$ cat src/rtl/mbox_pkg.sv
package mbox_pkg;
  // register offsets inside the upper half of the host address space
  localparam int unsigned REG_DOORBELL = 0;
  localparam int unsigned REG_BUSY     = 1;
  localparam int unsigned REG_PENDING  = 2;
endpackage

$ cat src/rtl/mbox_flag_bank.sv
module mbox_flag_bank #(
  parameter int unsigned W = 8
) (
  input  logic         clk,
  input  logic         rst_n,
  input  logic [W-1:0] set_i,
  input  logic [W-1:0] clr_i,
  output logic [W-1:0] q_o
);
  logic [W-1:0] q_r, q_nxt;
  logic         upd;

  // set has priority over clear for the same bit
  always_comb begin
    q_nxt = (q_r & ~clr_i) | set_i;
    upd   = (|set_i) | (|clr_i);
  end

  always_ff @(posedge clk or negedge rst_n) begin
    if (!rst_n)   q_r <= '0;
    else if (upd) q_r <= q_nxt;
  end

  assign q_o = q_r;

  // a requested set is visible after the edge, whatever clear came with it
  p_set_wins_r8: assert property (@(posedge clk) disable iff (!rst_n)
    (|set_i) |=> ((q_r & $past(set_i)) == $past(set_i)));
  // a clear without a matching set leaves the bit low
  p_clear_low_r7: assert property (@(posedge clk) disable iff (!rst_n)
    (|(clr_i & ~set_i)) |=> ((q_r & $past(clr_i & ~set_i)) == '0));
  // no set and no clear means no change
  p_hold_r6: assert property (@(posedge clk) disable iff (!rst_n)
    ((set_i == '0) && (clr_i == '0)) |=> $stable(q_r));
endmodule

$ cat src/rtl/mbox_hdr_mem.sv
module mbox_hdr_mem #(
  parameter int unsigned N  = 8,
  parameter int unsigned DW = 8,
  localparam int unsigned AW = $clog2(2 * N)
) (
  input  logic          clk,
  input  logic          rst_n,
  input  logic          h_we_i,
  input  logic [AW-1:0] h_idx_i,
  input  logic [DW-1:0] h_wdata_i,
  output logic [DW-1:0] h_rbyte_o,
  input  logic          f_we_i,
  input  logic [AW-1:0] f_idx_i,
  input  logic [DW-1:0] f_wdata_i,
  output logic [DW-1:0] f_rbyte_o
);
  localparam int unsigned  DEPTH = 2 * N;
  localparam logic [AW-1:0] NLIM = AW'(N);

  logic [DW-1:0] hdr_q   [DEPTH];
  logic [DW-1:0] hdr_nxt [DEPTH];
  logic          h_ok, f_ok;
  logic [N*DW-1:0] req_flat, ack_flat;

  // host owns the request half, far side owns the acknowledge half
  always_comb begin
    h_ok = h_we_i && (h_idx_i < NLIM);
    f_ok = f_we_i && (f_idx_i >= NLIM);
    for (int i = 0; i < DEPTH; i++) hdr_nxt[i] = hdr_q[i];
    if (h_ok) hdr_nxt[h_idx_i] = h_wdata_i;
    if (f_ok) hdr_nxt[f_idx_i] = f_wdata_i;
  end

  always_ff @(posedge clk or negedge rst_n) begin
    if (!rst_n) begin
      for (int i = 0; i < DEPTH; i++) hdr_q[i] <= '0;
    end else if (h_ok || f_ok) begin
      for (int i = 0; i < DEPTH; i++) hdr_q[i] <= hdr_nxt[i];
    end
  end

  assign h_rbyte_o = hdr_q[h_idx_i];
  assign f_rbyte_o = hdr_q[f_idx_i];

  for (genvar g = 0; g < N; g++) begin : g_flat
    assign req_flat[g*DW +: DW] = hdr_q[g];
    assign ack_flat[g*DW +: DW] = hdr_q[g+N];
  end

  // only host writes below N touch the request half
  p_req_half_owned_r4: assert property (@(posedge clk) disable iff (!rst_n)
    !(h_we_i && (h_idx_i < NLIM)) |=> $stable(req_flat));
  // only far writes at N and above touch the acknowledge half
  p_ack_half_owned_r4: assert property (@(posedge clk) disable iff (!rst_n)
    !(f_we_i && (f_idx_i >= NLIM)) |=> $stable(ack_flat));
endmodule

$ cat src/rtl/mbox_doorbell.sv
module mbox_doorbell #(
  parameter int unsigned N  = 8,
  parameter int unsigned DW = 8,
  localparam int unsigned AW  = $clog2(2 * N),
  localparam int unsigned HAW = AW + 1
) (
  input  logic           clk,
  input  logic           rst_n,
  input  logic           h_req,
  input  logic           h_wr,
  input  logic [HAW-1:0] h_addr,
  input  logic [DW-1:0]  h_wdata,
  output logic [DW-1:0]  h_rdata,
  input  logic           f_req,
  input  logic           f_wr,
  input  logic [AW-1:0]  f_addr,
  input  logic [DW-1:0]  f_wdata,
  output logic [DW-1:0]  f_rdata,
  input  logic [N-1:0]   f_consume,
  input  logic [N-1:0]   f_ack,
  output logic           irq
);
  import mbox_pkg::*;

  logic          h_we, h_re, f_we, f_re, in_regs;
  logic [AW-1:0] off;
  logic [N-1:0]  db_set, pend_clr, busy, pend;
  logic [DW-1:0] h_hbyte, f_hbyte, h_rd_nxt, h_rd_q, f_rd_q;

  always_comb begin
    h_we     = h_req && h_wr;
    h_re     = h_req && !h_wr;
    f_we     = f_req && f_wr;
    f_re     = f_req && !f_wr;
    in_regs  = h_addr[HAW-1];
    off      = h_addr[AW-1:0];
    db_set   = (h_we && in_regs && (off == AW'(REG_DOORBELL))) ? h_wdata[N-1:0] : '0;
    pend_clr = (h_we && in_regs && (off == AW'(REG_PENDING)))  ? h_wdata[N-1:0] : '0;
  end

  mbox_hdr_mem #(.N(N), .DW(DW)) u_hdr (
    .clk       (clk),
    .rst_n     (rst_n),
    .h_we_i    (h_we && !in_regs),
    .h_idx_i   (off),
    .h_wdata_i (h_wdata),
    .h_rbyte_o (h_hbyte),
    .f_we_i    (f_we),
    .f_idx_i   (f_addr),
    .f_wdata_i (f_wdata),
    .f_rbyte_o (f_hbyte)
  );

  mbox_flag_bank #(.W(N)) u_busy (
    .clk   (clk),
    .rst_n (rst_n),
    .set_i (db_set),
    .clr_i (f_consume),
    .q_o   (busy)
  );

  mbox_flag_bank #(.W(N)) u_pend (
    .clk   (clk),
    .rst_n (rst_n),
    .set_i (f_ack),
    .clr_i (pend_clr),
    .q_o   (pend)
  );

  always_comb begin
    h_rd_nxt = '0;
    if (!in_regs) begin
      h_rd_nxt = h_hbyte;
    end else if (off == AW'(REG_BUSY)) begin
      h_rd_nxt[N-1:0] = busy;
    end else if (off == AW'(REG_PENDING)) begin
      h_rd_nxt[N-1:0] = pend;
    end
  end

  always_ff @(posedge clk or negedge rst_n) begin
    if (!rst_n) begin
      h_rd_q <= '0;
      f_rd_q <= '0;
    end else begin
      if (h_re) h_rd_q <= h_rd_nxt;
      if (f_re) f_rd_q <= f_hbyte;
    end
  end

  assign h_rdata = h_rd_q;
  assign f_rdata = f_rd_q;
  assign irq     = |pend;

  // the interrupt can only rise after an acknowledge strobe
  p_irq_rise_r9: assert property (@(posedge clk) disable iff (!rst_n)
    $rose(irq) |-> ($past(f_ack) != '0));
  // read data holds while neither side issues a read
  p_rdata_hold_r10: assert property (@(posedge clk) disable iff (!rst_n)
    (!h_re && !f_re) |=> ($stable(h_rdata) && $stable(f_rdata)));
  // a full clear with no acknowledge strobe drops the interrupt
  p_clear_all_r11: assert property (@(posedge clk) disable iff (!rst_n)
    (h_we && in_regs && (off == AW'(REG_PENDING)) && (h_wdata[N-1:0] == '1) && (f_ack == '0)) |=> !irq);
endmodule

$ cat config.mk
export PLATFORM = sky130hd
export DESIGN_NAME = mbox_doorbell
export DESIGN_NICKNAME = d
export VERILOG_FILES = /design/src/rtl/mbox_pkg.sv /design/src/rtl/mbox_flag_bank.sv /design/src/rtl/mbox_hdr_mem.sv /design/src/rtl/mbox_doorbell.sv
export SDC_FILE = /design/constraint.sdc
export NUM_CORES = 1
export LEC_CHECK = 0
export BUFFER_PORTS_ARGS = -buffer_cell sky130_fd_sc_hd__buf_2
export CORE_ASPECT_RATIO = 1.25
export CORE_UTILIZATION = 55
export DETAILED_ROUTE_END_ITERATION = 8
export GPL_ROUTABILITY_DRIVEN = 1
export GPL_TIMING_DRIVEN = 0
export PLACE_DENSITY_LB_ADDON = 0.3
export SETUP_SLACK_MARGIN = 0.3
export SLEW_MARGIN = 20
export SYNTH_ARGS = -nofsm -noshare
export SYNTH_HDL_FRONTEND = slang
export SYNTH_SLANG_ARGS = --single-unit
export TNS_END_PERCENT = 30
$ cat constraint.sdc
create_clock -name clk -period 1.51 [get_ports clk]
set_input_delay 0.0755 -clock clk [delete_from_list [all_inputs] [get_ports clk]]
set_output_delay 0.0755 -clock clk [all_outputs]
set_load 0.02 [all_outputs]
Word-level counts from Yosys, hierarchy flattened
Index checks and enable logic that the tools add are counted.
{"block": "totals", "memories": 0, "mem_bits_ro": 0, "out_inout_bits": 17, "register_bits": 160, "latchBits": 0, "mem_bits_rw": 0}
{"block": "op_classes", "div": 0, "n_mux": 19, "eq_ne": 2, "n_mul": 0, "n_reduce_logical": 22, "bitwise": 10, "addsub": 0, "n_shift": 0, "magnitude_cmp": 6}
{"operator": "$bwmux 128", "count": 2}
{"operator": "$mux 128", "count": 2}
{"operator": "$mux 8", "count": 11}
{"operator": "$bmux 8 s4", "count": 2}
{"operator": "$demux 8 s4", "count": 2}
{"operator": "$reduce_or 8->1", "count": 5}
{"operator": "$and 8x8->8", "count": 2}
{"operator": "$not 8->8", "count": 2}
{"operator": "$or 8x8->8", "count": 2}
{"operator": "$logic_and 1x1->1", "count": 12}
{"operator": "$ge 5x5->1 const B", "count": 2}
{"operator": "$lt 5x1->1 const B", "count": 2}
{"operator": "$not 4->5", "count": 2}
{"operator": "$eq 4x1->1 const B", "count": 1}
{"operator": "$eq 4x2->1 const B", "count": 1}
{"operator": "$ge 4x4->1 const B", "count": 1}
{"operator": "$logic_not 4->1", "count": 1}
{"operator": "$lt 4x4->1 const B", "count": 1}
{"operator": "$logic_not 1->1", "count": 3}
{"operator": "$or 1x1->1", "count": 2}
{"operator": "$logic_or 1x1->1", "count": 1}

Longest topological paths before layout
Gate-level depths: netlist of run 1.
{"block": "logic_depth", "depth_word": 9, "mapped_depth": 8}

Modules after synthesis
From an unflattened synthesis of run 1, not the netlist that was laid out.
{"block": "unflattened", "hier_cells": 576, "area_unflattened_um2": 8375.5}
{"module": "mbox_hdr_mem", "n_inst": 1, "area_per_inst_um2": 6869.1, "seq_area_each_um2": 3203.1, "cells_each": 438}
{"module": "mbox_doorbell", "n_inst": 1, "area_per_inst_um2": 925.9, "seq_area_each_um2": 400.4, "cells_each": 90}
{"module": "mbox_flag_bank", "n_inst": 2, "area_per_inst_um2": 290.3, "seq_area_each_um2": 200.2, "cells_each": 24}

Worst setup path after synthesis of run 1
No wires, ideal clock.
{"block": "synth_timing", "kind": "input port to flip-flop", "startpoint": "input port f_addr[2]", "endpoint": "register u_hdr.hdr_q (netlist bit u_hdr.ack_flat[13])", "path_buffers": 3, "arrival_time_ns": 1.446, "t_required_ns": 1.385, "stages": 6, "path_slack_ns": -0.061, "cell_sequence": "buf_2 or3b_1 buf_2 nor2_1 buf_2 mux2_2"}
{"block": "synth_between", "elab_chain_len": 7}
{"element": "from (decl)", "line": "mbox_doorbell.sv:16", "rtl": "input logic [AW-1:0] f_addr,"}
{"element": "$not 4->5 (not written as such)", "line": "mbox_hdr_mem.sv:31", "rtl": "if (f_ok) hdr_nxt[f_idx_i] = f_wdata_i;"}
{"element": "$ge 5x5->1 (not written as such) / $lt 5x1->1 (equally long branches)", "line": "mbox_hdr_mem.sv:31"}
{"element": "$logic_and 1x1->1 (not written as such)", "line": "mbox_hdr_mem.sv:31"}
{"element": "$mux 8 (not written as such)", "line": "mbox_hdr_mem.sv:31"}
{"element": "$demux 8 s4", "line": "mbox_hdr_mem.sv:31"}
{"element": "$bwmux 128", "line": "mbox_hdr_mem.sv:31"}
{"element": "$mux 128", "line": "mbox_hdr_mem.sv:31"}
{"element": "to (decl)", "line": "mbox_hdr_mem.sv:20", "rtl": "logic [DW-1:0] hdr_q [DEPTH];"}
Several ways; a longest one is shown, not always the timed one.
A chain may end at the register's enable or synchronous reset.

Worst setup path in the final report of run 1
{"block": "layout_timing", "startpoint": "register u_hdr.hdr_q (netlist bit u_hdr.ack_flat[49])", "endpoint": "register h_rd_q[1] (netlist: h_rdata[1])"}
{"block": "layout_between", "elab_chain_len": 4}
{"element": "$bmux 8 s4", "line": "mbox_hdr_mem.sv:42", "rtl": "assign h_rbyte_o = hdr_q[h_idx_i];"}
{"element": "$mux 8 (not written as such) (2 in a row)", "line": "mbox_hdr_mem.sv:42"}
{"element": "$mux 8", "line": "mbox_doorbell.sv:72", "rtl": "if (!in_regs) begin"}
{"element": "to (signal assigned)", "line": "mbox_doorbell.sv:86", "rtl": "if (h_re) h_rd_q <= h_rd_nxt;"}
{"element": "to (decl)", "line": "mbox_doorbell.sv:28", "rtl": "logic [DW-1:0] h_hbyte, f_hbyte, h_rd_nxt, h_rd_q, f_rd_q;"}
Every way passes these cells. The select of a mux whose other input is x is not followed.

==> parameters.txt, run 1 <==
Parameter                              Value

Floorplanning
  Vertical extent of the die    approximately 140 um
  Starting density of the core    about 57%
  Number of placement rows    49
  Die Outline Area    about 0.015 sq mm
  Boundary Pins    64
  Area inside the core boundary    between 0.01 and 0.015 sq mm
  Die W    around 110 um

Detailed routing
  Number of vias in the routed layout    around 7k
  Final wirelength    roughly 25000 um
  Routed len/inst    roughly 24 um
  TritonRoute pass-1 iters    9
  Violation count after the first detailed-route iteration    roughly 740
  Final ANT Viol Nets    0
  Average vias per placed instance    ~6.6
  Post-route DRC violation count    6

Setup path
  Setup Crit Path Kind    reg2reg
  Kind of end point of the critical path    flip-flop
  Startpoint class of the critical path    flip-flop
  Crit path largest cell delay    0.52 ns
  Top delay family on crit path    multiplexers
  Arrival @ worst endpoint    2.01 ns
  Endpoint required time on the critical path    between 1.5 and 2 ns
  Chain of cells forming the critical path    mux4_2 -> a22o_1 -> nor4_2 -> nor3_1
  Reg-to-reg slack, setup    -0.21 ns
  WP buf/inv    0
  Max FO, Critical Path    3
  Worst path slowest cell    mux4_2

Flow run
  Max-cap violations    0

Cells and area
  Diodes inserted    0
  Final nets    ~900
  Fillers    a little over 900
  Layout area overhead    29.3%
  Share of post-route cells with drive strength above 1    36.7%
  Core Util, Final    73.1%

Timing
  Actual slew at the worst max-slew pin    0.863 ns
  Final-layout setup total negative slack    -1.08 ns
  Final hold slack    approximately 0.0099 ns
  Unrepaired setup endpoints after global routing    true
  Setup violators final    8
  Final cycle utilization of the critical path    114%
  Clock period minus final worst setup slack    1.72 ns
  Setup ws final    -0.207 ns
  Final count of hold timing violations    0
  Slew Limit Fails    0
  Final Skew    slightly below 0.007 ns
  Max Freq    583 MHz
  Max-slew headroom    a little over two fifths

Clock tree
  TritonCTS clock tree    built
  Clock edge transition at the registers on the reported setup and hold paths    approximately 0.060 ns
  Clock tree root driver cell    clkbuf_16
  Max H-tree Level    4
  Clock insertion delay at the later pin of the skew report    between 0.4 and 0.5 ns
  Num CTS Buffers    17
  Number of buffers on the longest clock path    2
  Clock sink count    160

Yosys
  Number of synthesis warnings    0
  Top cell type by total area after synthesis    dfrtp_1
  Flip-flop and latch count after synthesis    between 150 and 200
  Commonest register cell after synthesis    dfrtp_1
  Cell Area, Synth    0.00818 sq mm
  Fraction of post-synthesis cell area in the top cell type by area    approximately 49%
  Synthesized instance count    between 700 and 800
  Cell types occupying the most area after synthesis    dfrtp_1 (49%), mux4_2 (9.6%), mux2i_1 (7.5%)
  Share of async-settable or async-resettable flops after synthesis    100%
  Avg Synthesized Cell Area    11.4 sq um
  Portion of the post-synthesis area used by sequential elements    49.0%
  Number of distinct library cells after synthesis    45
  Number of enable flip-flop cells after synthesis    0
  Synthesized Nets    about 770

Placed design
  Post-detail-place hpwl    ~17000 um
  Pre-CTS setup slack    -0.752 ns
  Buffers on Ports    58
  Routability congestion estimate    0.918

GRT
  Largest net degree at the start of global routing    between 90 and 100
  Antenna violations before repair    0
  First-pass GRT wire length    ~40000 um
  All-Layer GR Usage    approximately a third
  Number of global-route vias before repair    around 7.0k
  Remaining Overflow, GRT    0

Status
  Violated checks    DRC, setup timing
  Outcome    finished with violations

Power and ir drop
  Power density normalized to cell area    approximately 1200 mW/mm^2
  Maximum resistive drop on vdd    between 0.7 and 0.8 mV
  Lkg Pwr    approximately 4.6 nW

Min path
  Worst hold path class    in2reg
-- tightest hold or removal path, cell delays in order --
cell and delay (ns):
buf_12 0.11, a2bb2oi_2 0.13, a21oi_1 0.07
-- registers in the layout, indices dropped and copies added (netlist names) --
| register | count |
|---|---|
| u_hdr.hdr_q | 64 |
| f_rdata | 8 |
| u_busy.q_o | 8 |
| h_rdata | 8 |
| u_hdr.ack_flat | 64 |
| u_pend.q_o | 8 |
-- power breakdown --
group	switching (mW)	total, mW	internal [mW]
registers	0.633	5.69	5.06
clock network	1.73	3.84	2.11
logic	1.43	2.97	1.54
total	3.79	12.5	8.70
-- path summary, 6_finish.rpt --
check,start,end,cells past startpoint
max,u_hdr.ack_flat[49],h_rdata[1],4
min reg2reg,u_hdr.hdr_q[120],u_hdr.hdr_q[120],2
min in group asynchronous,rst_n,u_hdr.ack_flat[47],2
max reg2reg,u_hdr.ack_flat[49],h_rdata[1],4
min,h_addr[2],h_rdata[7],3
max in group asynchronous,rst_n,u_hdr.ack_flat[37],3
-- metal layers --
metal | vias to the layer above | part of all wire [%] | track usage (%)
li1 | 2934 | - | -
met1 | 3497 | 36 | 41.1
met2 | 435 | 52 | 59.2
met3 | 105 | 7.2 | 6.62
met4 | 0 | 4.4 | 16.6
met5 | - | 0 | 0
-- what timing repair did --
| item | 4_1_cts | 5_1_grt |
|---|---|---|
| setup endpoints to repair | 100 | 126 |
| pin swaps | 36 | 13 |
| buffers inserted | 16 | 21 |
| hold buffers | 33 | 0 |
| hold endpoints to repair | 154 | 0 |
| gates resized for setup | 79 | 37 |
-- cell families (layout without fill, tap and decap cells) --
logic type      Yosys count  count (layout)  synth area share (%)
compound gates          159             159                  11.6
buf+inv                  63             223                  4.39
flops                   160             160                  49.0
mux                     145             145                  23.8
simple gates            191             191                  11.2
-- metrics by stage --
step / power (mW) / std cells / cell area (sq um)
floorplan: 7.29 / 718 / 8390
CTS: 12.3 / 1035 / 10300
global placement: 7.98 / 954 / 8900
detailed placement: 8.17 / 955 / 8940
finish: 12.5 / 1056 / 10600
global route: 12.9 / 1056 / 10600
-- cells in the mapped netlist, drive strengths merged (3+ instances only) --
library cell / instances
a21o: 8
a21oi: 53
a221oi: 7
a22o: 8
a22oi: 7
a31oi: 11
and2: 3
buf: 38
clkbuf: 12
dfrtp: 160
inv: 13
mux2: 49
mux2i: 61
mux4: 35
nand2: 44
nand3: 3
nand3b: 5
nor2: 96
nor2b: 8
nor3: 8
nor4: 10
o21ai: 32
o22ai: 30
or3: 3
or3b: 3
-- layout by cell type (no fill, tap or decap), drive strengths merged --
cell type | netlist | final
and2 | 3 | 3
o21a | 1 | 1
nor2 | 96 | 96
a2bb2oi | 1 | 1
inv | 13 | 13
or4 | 1 | 1
dfrtp | 160 | 160
dlygate4sd3 | 0 | 33
nand3 | 3 | 3
mux2i | 61 | 61
nor2b | 8 | 8
buf | 38 | 133
and3b | 1 | 1
nor4b | 2 | 2
and4 | 1 | 1
or2b | 1 | 1
a22o | 8 | 8
nand2b | 1 | 1
a221oi | 7 | 7
nand4b | 1 | 1
clkbuf | 12 | 32
o21ai | 32 | 32
a21o | 8 | 8
a21oi | 53 | 53
nor3 | 8 | 8
mux2 | 49 | 49
nor4 | 10 | 10
a211oi | 1 | 1
or3b | 3 | 3
clkinv | 0 | 9
a31oi | 11 | 11
nand3b | 5 | 5
mux4 | 35 | 35
or3 | 3 | 3
clkinvlp | 0 | 3
o22ai | 30 | 30
nand2 | 44 | 44
a22oi | 7 | 7
-- cell type report --
cell class | count | area, sq um | share of cell area [%]
clock buffers | 19 | 443 | 4.19
inverters | 13 | 48.8 | 0.461
flip-flops and latches | 160 | 4000 | 37.9
well taps | 178 | 223 | 2.11
multi-input cells | 495 | 4270 | 40.4
clock inverters | 12 | 71.3 | 0.674
plain buffers | 50 | 510 | 4.83
repair buffers | 129 | 1010 | 9.51
No activity file was read; power rests on OpenSTA's default activity.
==> run 2: changes to the inputs <==
==> constraint.sdc (replaced) <==
create_clock -name clk -period 1.51 [get_ports clk]
set_input_delay 0.302 -clock clk [delete_from_list [all_inputs] [get_ports clk]]
set_output_delay 0.302 -clock clk [all_outputs]
set_load 0.02 [all_outputs]
==> run 2 against run 1 <==
Compared with the run above: the run ends with DRC, hold timing, setup timing left; setup slack worse by 0.040 ns; critical path depth did not move; register-to-register slack worse by 0.04 ns; combinational power is 6.7% higher; routed wire length grew 13%; critical path type unchanged; worst hold slack lost 0.13 ns; count of clock-buffer cells in the layout stayed put; via count rose by 4.7%; clock power grew 20%; sequential power is 2% higher.
==> parameters.txt, run 2 (synthesis gave the netlist of run 1 again) <==
Parameter                              Value

Status
  Outcome    finished with violations (unchanged)
  Violated checks    DRC, hold timing, setup timing (was DRC, setup timing)

Cells and area
  Diodes inserted    0 (unchanged)
  Final nets    899 (was 913)
  Share of post-route cells with drive strength above 1    43.9% (was 36.7%)
  Most frequent cells in the layout    dfrtp_1 (160), nor2_1 (71), mux2i_1 (60), a21oi_1 (41), buf_2 (39) (was dfrtp_1 (160), nor2_1 (77), mux2i_1 (59), buf_2 (57), a21oi_1 (53))
  Layout area overhead    34.8% (was 29.3%)
  Final design area excluding fillers    0.0110 sq mm (was 0.0106 sq mm)
  Non-filler cells in the finished layout    1043 (was 1056)
  Most frequent standard cell in the layout excluding fill and tap cells    dfrtp_1 (unchanged)
  Fillers    837 (was 917)

Power and ir drop
  Power after layout    13.6 mW (was 12.5 mW)
  Power density normalized to cell area    1230 mW/mm^2 (was 1180 mW/mm^2)
  Maximum resistive drop on vdd    0.913 mV (was 0.735 mV)
  Lkg Pwr    4.79 nW (was 4.61 nW)

Clock tree
  Clock edge transition at the registers on the reported setup and hold paths    0.07 ns (was 0.06 ns)
  Number of buffers on the longest clock path    2 (unchanged)
  TritonCTS clock tree    built (unchanged)
  Clock insertion delay at the later pin of the skew report    0.44 ns (was 0.43 ns)
  Clock tree root driver cell    clkbuf_16 (unchanged)
  Clock sink count    160 (unchanged)
  Max H-tree Level    4 (unchanged)
  Num CTS Buffers    17 (unchanged)

Timing
  Final cycle utilization of the critical path    116% (was 114%)
  Actual slew at the worst max-slew pin    0.835 ns (was 0.863 ns)
  Final-layout setup total negative slack    -1.44 ns (was -1.08 ns)
  Setup ws final    -0.247 ns (was -0.207 ns)
  Clock period minus final worst setup slack    1.76 ns (was 1.72 ns)
  Unrepaired setup endpoints after global routing    true (unchanged)
  Final count of hold timing violations    92 (was 0)
  Max Freq    569 MHz (was 583 MHz)
  Slew Limit Fails    0 (unchanged)
  Final Skew    0.00677 ns (was 0.00686 ns)
  Setup violators final    9 (was 8)
  Final hold slack    -0.123 ns (was 0.00986 ns)
  Max-slew headroom    44.1% (was 42.5%)

Min path
  Worst hold path class    in2async (was in2reg)

Placed design
  Post-detail-place hpwl    16700 um (was 16900 um)
  Cell area reported after detailed placement    0.00896 sq mm (was 0.00894 sq mm)
  Buffers on Ports    58 (unchanged)
  Placed instance count    955 (unchanged)
  Routability congestion estimate    0.914 (was 0.918)

Floorplanning
  Area inside the core boundary    0.0145 sq mm (unchanged)
  Die W    111 um (unchanged)
  Starting density of the core    56.5% (unchanged)
  Vertical extent of the die    138 um (unchanged)
  Die Outline Area    0.0154 sq mm (unchanged)
  Boundary Pins    64 (unchanged)
  Number of placement rows    49 (unchanged)

GRT
  Number of global-route vias before repair    7240 (was 7026)
  First-pass GRT wire length    40300 um (was 39800 um)
  Antenna violations before repair    0 (unchanged)
  All-Layer GR Usage    34.8% (was 34.2%)
  Remaining Overflow, GRT    0 (unchanged)
  Largest net degree at the start of global routing    94 (unchanged)

Detailed routing
  Violation count after the first detailed-route iteration    879 (was 735)
  Number of vias in the routed layout    7300 (was 6971)
  Average vias per placed instance    7.00 (was 6.60)
  Final wirelength    28800 um (was 25400 um)
  Routed len/inst    27.6 um (was 24.0 um)
  TritonRoute pass-1 iters    9 (unchanged)
  Final ANT Viol Nets    0 (unchanged)
  Post-route DRC violation count    4 (was 6)

Flow run
  Max-cap violations    0 (unchanged)

Setup path
  Endpoint required time on the critical path    1.82 ns (was 1.81 ns)
  Max FO, Critical Path    2 (was 3)
  Kind of end point of the critical path    flip-flop (unchanged)
  Startpoint class of the critical path    flip-flop (unchanged)
  Setup Crit Path Kind    reg2reg (unchanged)
  Arrival @ worst endpoint    2.06 ns (was 2.01 ns)
run 2: final timing paths:
check	cells after the start	slack (ns)	from	end
max	4	-0.25	u_hdr.ack_flat[61]	h_rdata[5]
min	1	-0.12	rst_n	u_hdr.ack_flat[32]
max reg2reg	4	-0.25	u_hdr.ack_flat[61]	h_rdata[5]
min reg2reg	2	0.53	u_busy.q_o[0]	u_busy.q_o[0]
max in group asynchronous	2	0.81	rst_n	u_hdr.hdr_q[108]
min in group clk	2	0.02	f_consume[0]	u_busy.q_o[0]
run 2: critical path, stage by stage (launching register included):
cell     delay [ns]
dfrtp_1        0.39
mux4_2         0.52
a22o_1         0.27
nor4_4         0.36
nor3_1         0.10
run 2: repair_timing:
action	in CTS	in global routing
pin swaps	39	61
buffers inserted	30	20
cloned	1	5
gates resized for setup	135	101
setup endpoints to repair	171	141
endpoints found under the hold margin	92	92
run 2: cell type report:
cell class                 count  area, sq um  area share (%)
multi-input combinational    495         4460            40.5
clock buffer                  19          453            4.11
timing repair buffer         115         1090            9.93
buffer                        50          582            5.28
clock inverter                13          161            1.46
inverter                      13         48.8           0.443
tap                          178          223            2.02
sequential                   160         4000            36.3
run 2: where the power goes:
part           internal (mW)  total, mW  leakage (nW)  switching [mW]
registers               5.05       5.81          1.98           0.754
clock network           2.69       4.59         0.303            1.90
logic                   1.62       3.17          2.51            1.55
total                   9.37       13.6          4.79            4.20
run 2: routing by layer:
metal | track usage (%) | part of all wire [%] | vias up
met5 | 0 | 0 | -
met4 | 20.7 | 6.6 | 0
met3 | 7.50 | 7.4 | 167
met2 | 59.6 | 51 | 541
met1 | 40.3 | 35 | 3672
li1 | - | - | 2920
run 2: metrics by stage:
stage | util, % | setup WS [ns]
4_1_cts | 71.8 | -0.202
5_1_grt | 76.2 | -0.282
3_3_place_gp | 61.6 | -2.08
2_1_floorplan | - | -0.230
3_5_place_dp | 61.9 | -0.894
6_report | 76.2 | -0.247
